$ cat src/rtl/sup_pkg.sv
package sup_pkg;
  typedef struct packed {
    logic live;
    logic main_ok;
    logic rail2_ok;
    logic batt_ok;
  } supply_flags_t;

  function automatic logic any_cause(supply_flags_t f, logic btn_pressed);
    return !f.live || !f.main_ok || btn_pressed;
  endfunction
endpackage

$ cat src/rtl/sup_mr_filter.sv
module sup_mr_filter #(
  parameter int SYNC_STAGES = 2,
  parameter int DEB_TICKS   = 4
) (
  input  logic clk,
  input  logic rst_n,
  input  logic tick_i,
  input  logic pin_n_i,
  output logic level_o
);
  localparam int DW = (DEB_TICKS < 2) ? 1 : $clog2(DEB_TICKS + 1);

  logic [SYNC_STAGES-1:0] sync_q;
  logic [DW-1:0]          run_q;
  logic                   level_q;
  logic                   sample;

  for (genvar s = 0; s < SYNC_STAGES; s++) begin : g_sync
    if (s == 0) begin : g_first
      always_ff @(posedge clk or negedge rst_n)
        if (!rst_n) sync_q[s] <= 1'b1;
        else        sync_q[s] <= pin_n_i;
    end else begin : g_next
      always_ff @(posedge clk or negedge rst_n)
        if (!rst_n) sync_q[s] <= 1'b1;
        else        sync_q[s] <= sync_q[s-1];
    end
  end

  assign sample = sync_q[SYNC_STAGES-1];

  always_ff @(posedge clk or negedge rst_n) begin
    if (!rst_n) begin
      level_q <= 1'b1;
      run_q   <= '0;
    end else if (tick_i) begin
      if (sample == level_q) begin
        run_q <= '0;
      end else if (run_q == DW'(DEB_TICKS - 1)) begin
        level_q <= sample;
        run_q   <= '0;
      end else begin
        run_q <= run_q + 1'b1;
      end
    end
  end

  assign level_o = level_q;

  AST_LEVEL_FROZEN_NO_TICK: assert property (@(posedge clk) disable iff (!rst_n)
    !tick_i |=> $stable(level_q));
  AST_LEVEL_MOVES_ON_TICK: assert property (@(posedge clk) disable iff (!rst_n)
    !$stable(level_q) |-> $past(tick_i));
endmodule

$ cat src/rtl/sup_release_timer.sv
module sup_release_timer #(
  parameter int HOLD_TICKS = 150
) (
  input  logic clk,
  input  logic rst_n,
  input  logic tick_i,
  input  logic cause_i,
  output logic busy_o
);
  localparam int CW = $clog2(HOLD_TICKS + 1);
  localparam logic [CW-1:0] FULL = CW'(HOLD_TICKS);

  logic [CW-1:0] cnt_q;

  always_ff @(posedge clk or negedge rst_n) begin
    if (!rst_n)                       cnt_q <= FULL;
    else if (cause_i)                 cnt_q <= FULL;
    else if (tick_i && cnt_q != '0)   cnt_q <= cnt_q - 1'b1;
  end

  assign busy_o = (cnt_q != '0);

  AST_COUNT_FROZEN_NO_TICK: assert property (@(posedge clk) disable iff (!rst_n)
    (!tick_i && !cause_i) |=> $stable(cnt_q));
  AST_RELEASE_ON_TICK: assert property (@(posedge clk) disable iff (!rst_n)
    $fell(busy_o) |-> $past(tick_i) && !$past(cause_i));
  AST_CAUSE_RELOADS: assert property (@(posedge clk) disable iff (!rst_n)
    cause_i |=> busy_o);
endmodule

$ cat src/rtl/sup_rail2_gate.sv
module sup_rail2_gate (
  input  logic main_ok_i,
  input  logic batt_ok_i,
  input  logic rail2_ok_i,
  output logic fail_n_o
);
  logic powered;
  assign powered  = main_ok_i | batt_ok_i;
  assign fail_n_o = powered ? rail2_ok_i : 1'b1;

  always_comb begin
    if (!main_ok_i && !batt_ok_i)
      AST_UNPOWERED_IDLE: assert (fail_n_o == 1'b1);
  end
endmodule

$ cat src/rtl/supply_reset_seq.sv
module supply_reset_seq
  import sup_pkg::*;
#(
  parameter int HOLD_TICKS  = 150,
  parameter int DEB_TICKS   = 4,
  parameter int SYNC_STAGES = 2
) (
  input  logic clk,
  input  logic rst_n,
  input  logic tick_i,
  input  logic main_live_i,
  input  logic main_ok_i,
  input  logic rail2_ok_i,
  input  logic batt_ok_i,
  input  logic mr_n_i,
  output logic sys_rst_n_o,
  output logic bus_block_o,
  output logic rail2_fail_n_o
);
  supply_flags_t flags;
  logic          btn_level;
  logic          cause;
  logic          hold_busy;

  assign flags = '{live: main_live_i, main_ok: main_ok_i,
                   rail2_ok: rail2_ok_i, batt_ok: batt_ok_i};

  sup_mr_filter #(.SYNC_STAGES(SYNC_STAGES), .DEB_TICKS(DEB_TICKS)) u_mr (
    .clk     (clk),
    .rst_n   (rst_n),
    .tick_i  (tick_i),
    .pin_n_i (mr_n_i),
    .level_o (btn_level)
  );

  assign cause = any_cause(flags, !btn_level);

  sup_release_timer #(.HOLD_TICKS(HOLD_TICKS)) u_hold (
    .clk     (clk),
    .rst_n   (rst_n),
    .tick_i  (tick_i),
    .cause_i (cause),
    .busy_o  (hold_busy)
  );

  assign sys_rst_n_o = !(cause || hold_busy);
  assign bus_block_o = !sys_rst_n_o;

  sup_rail2_gate u_rail2 (
    .main_ok_i  (flags.main_ok),
    .batt_ok_i  (flags.batt_ok),
    .rail2_ok_i (flags.rail2_ok),
    .fail_n_o   (rail2_fail_n_o)
  );

  AST_RELEASE_NEEDS_SUPPLY: assert property (@(posedge clk) disable iff (!rst_n)
    $rose(sys_rst_n_o) |-> $past(main_ok_i) && $past(main_live_i));
  AST_PRESS_HOLDS_RESET: assert property (@(posedge clk) disable iff (!rst_n)
    !btn_level |-> !sys_rst_n_o);
  AST_LOW_SUPPLY_RESET: assert property (@(posedge clk) disable iff (!rst_n)
    !main_ok_i |=> !sys_rst_n_o);
endmodule

$ cat config.mk
export PLATFORM = sky130hd
export DESIGN_NAME = supply_reset_seq
export DESIGN_NICKNAME = d
export VERILOG_FILES = /design/src/rtl/sup_pkg.sv /design/src/rtl/sup_mr_filter.sv /design/src/rtl/sup_release_timer.sv /design/src/rtl/sup_rail2_gate.sv /design/src/rtl/supply_reset_seq.sv
export SDC_FILE = /design/constraint.sdc
export NUM_CORES = 1
export LEC_CHECK = 0
export BUFFER_PORTS_ARGS = -buffer_cell sky130_fd_sc_hd__buf_2
export CAP_MARGIN = 20
export CORE_MARGIN = 2
export CORE_UTILIZATION = 45
export DETAILED_ROUTE_END_ITERATION = 16
export PLACE_DENSITY = 0.7
export SETUP_SLACK_MARGIN = 0.4
export SYNTH_ARGS = -nofsm -noshare
export SYNTH_HDL_FRONTEND = slang
export SYNTH_SLANG_ARGS = --single-unit
$ cat constraint.sdc
create_clock -name clk -period 2.02 [get_ports clk]
set_input_delay 0.101 -clock clk [delete_from_list [all_inputs] [get_ports clk]]
set_output_delay 0.101 -clock clk [all_outputs]
set_load 0.02 [all_outputs]
==> results.tsv <==
metric	value	unit
power per cell area	729.4	nW/um^2
Seq/Total Area, Yosys	49.14	%
Total Wirelength	1.439	mm
syn avg cell area	10.44	sq um
commonest non-fill, non-tap cell in the layout	buf_2	
Synth area leaders	dfstp_2, dfrtp_1, ha_1	
chip width	44.30	um
residual DRC count	0	
Hold Path Class	in2reg	
fin cells	105	
Reg clk slew, reported paths	90	ps
Mapped Nets	81	
Worst Setup Start Kind	register	
vias per cell	5.686	
Layout Nets	101	
placed inst area	804.5	sq um
first-pass GRT wire length	2.359	mm
setup TNS	0	ps
pin count of the biggest net entering global routing	15	
initial core utilization	48.50	%
core area	1506	sq um
Max Cap Viol	0	
fmax	612.1	MHz
Slew Limit Fails	0	
Worst VDD drop	464.6	uV
Clock Tree Root	clkbuf_4	
Worst Setup Path Type	reg2out	
Fin. Hold Viols	0	
crit path DAT	1530	ps
initial antenna violation count	0	
Placed Cells incl. Taps	96	
Tmin final	1634	ps
Die Span Y	44.30	um
flops & latches, synth	14	
via count	597	
hold slack	111.4	ps
Clock Latency Late Sink	280	ps
commonest non-fill, non-tap cells in the layout	buf_2, nand2_1, dfstp_2	
clk sinks	14	
initial drt markers	20	
Synth-to-Final Area Change	28.25	%
RSZ-0062 raised after global routing	yes	
max-slew headroom at the worst pin	80.02	%
CTS Buf Count	3	
final RePlAce weighted congestion	0.7168	
PortBufs	10	
clk buf depth	2	
Pwr Total	0.6836	mW
CTS tree	built	
dominant cell type by area after synthesis	dfstp_2	
status	finished, final reports clean	
Required @ worst endpoint	1920	ps
Post-Synthesis Cells	70	
worst slack at placement	366.8	ps
actual transition at the worst max-transition pin	299.7	ps
Synth Warn #	0	
period utilization	80.88	%
Ports	11	
Critical Path Sink Type	primary output	
Layout Utilization	62.21	%
total track usage	16.60	%
Final setup violation count	0	
gr ovfl total	0	
proportion of layout cells with a drive suffix above 1	47.19	%
Final Worst Setup Slack	386.2	ps
ant diodes	0	
Synth top area share	25.17	%
drt first pass iters	2	
Final ANT Viol Nets	0	
Layout Skew	1.422	ps
H-Tree Depth	1	
post-route cell area	937.1	sq um
DIE AREA	1962	sq um
Mapped Area	730.7	sq um
Yosys cell types	28	
WL/cell	13.70	um
LEAKAGE	0.3868	nW
worst-path fanout max	4	
number of global-route vias before repair	572	
Cell Rows	14	
[final cells by class]
type | count | area, sq um
Fill cell | 122 | 569.3
Multi-Input combinational cell | 50 | 392.9
Sequential cell | 14 | 360.3
Timing Repair Buffer | 16 | 108.9
Clock buffer | 4 | 36.28
Tap cell | 16 | 20.02
Inverter | 5 | 18.77
[final timing paths]
path	startpoint	cells after the start	to	slack, ps
worst max-delay path	u_hold.cnt_q[1]	5	sys_rst_n_o	390
worst min-delay path	tick_i	3	u_mr.run_q[1]	110
worst max register to register	u_hold.cnt_q[5]	3	u_hold.cnt_q[7]	430
worst min register to register	u_mr.sync_q[0]	0	u_mr.sample	360
max in group asynchronous	rst_n	2	u_hold.cnt_q[1]	1510
min in group asynchronous	rst_n	2	u_mr.run_q[0]	220
[worst max-delay path, stage by stage (launching register included)]
cell and delay, ps:
dfstp_2 560, inv_2 50, ha_4 150, nor3b_4 150, and3_4 180, buf_4 150
[layer usage]
| metal | global-route usage [%] | share of wire [%] | vias to the layer above |
|---|---|---|---|
| li1 | - | - | 293 |
| met5 | 0 | 0 | - |
| met1 | 21.09 | 50 | 282 |
| met4 | 9.091 | 2.1 | 0 |
| met3 | 2.449 | 5.5 | 5 |
| met2 | 27.06 | 42 | 17 |
[power breakdown]
group / switching, mW / total, mW / leakage [nW] / internal, mW
clock: 0.0966 / 0.206 / 0.0210 / 0.110
combinational: 0.0612 / 0.126 / 0.198 / 0.0652
sequential: 0.0265 / 0.351 / 0.168 / 0.324
total: 0.184 / 0.684 / 0.387 / 0.499
[cells in the mapped netlist]
cell type / n
clkbuf_1: 1
mux2_2: 2
nand2b_1: 1
ha_1: 3
nand2_1: 7
inv_1: 5
dfstp_2: 7
o2bb2ai_1: 2
o21ai_0: 5
o31ai_1: 1
a21oi_1: 5
or2_2: 1
o21bai_1: 1
and3_1: 2
a211o_2: 2
xnor2_1: 1
nand3b_1: 2
or3_1: 1
and2_1: 2
dfrtp_1: 7
a2111o_1: 1
nor3b_1: 1
or4b_4: 1
or4_1: 3
nor4_1: 1
nand3_1: 3
nor2b_1: 1
mux2i_1: 1
[cells by family after synthesis]
kind of cell	after synthesis	synth area share (%)
simple gates	26	21.41
compound gates	17	15.58
flops	14	49.14
buf+inv	6	3.082
mux	3	4.452
fa+ha+maj	3	5.138
xor+xnor	1	1.199
[registers in the layout, indices dropped and copies added, names as in the netlist]
signal / count
u_hold.cnt_q: 8
u_mr.level_o: 1
u_mr.run_q: 3
u_mr.sample: 1
u_mr.sync_q: 1
[timing repair]
action,in CTS,in global routing
pin swaps,2,5
resized for setup,13,3
endpoints found under the setup margin,3,7
endpoints found under the hold margin,15,0
hold buffers,2,0
setup buffers,3,0
Note: power is estimated with default switching activity, not from simulation.
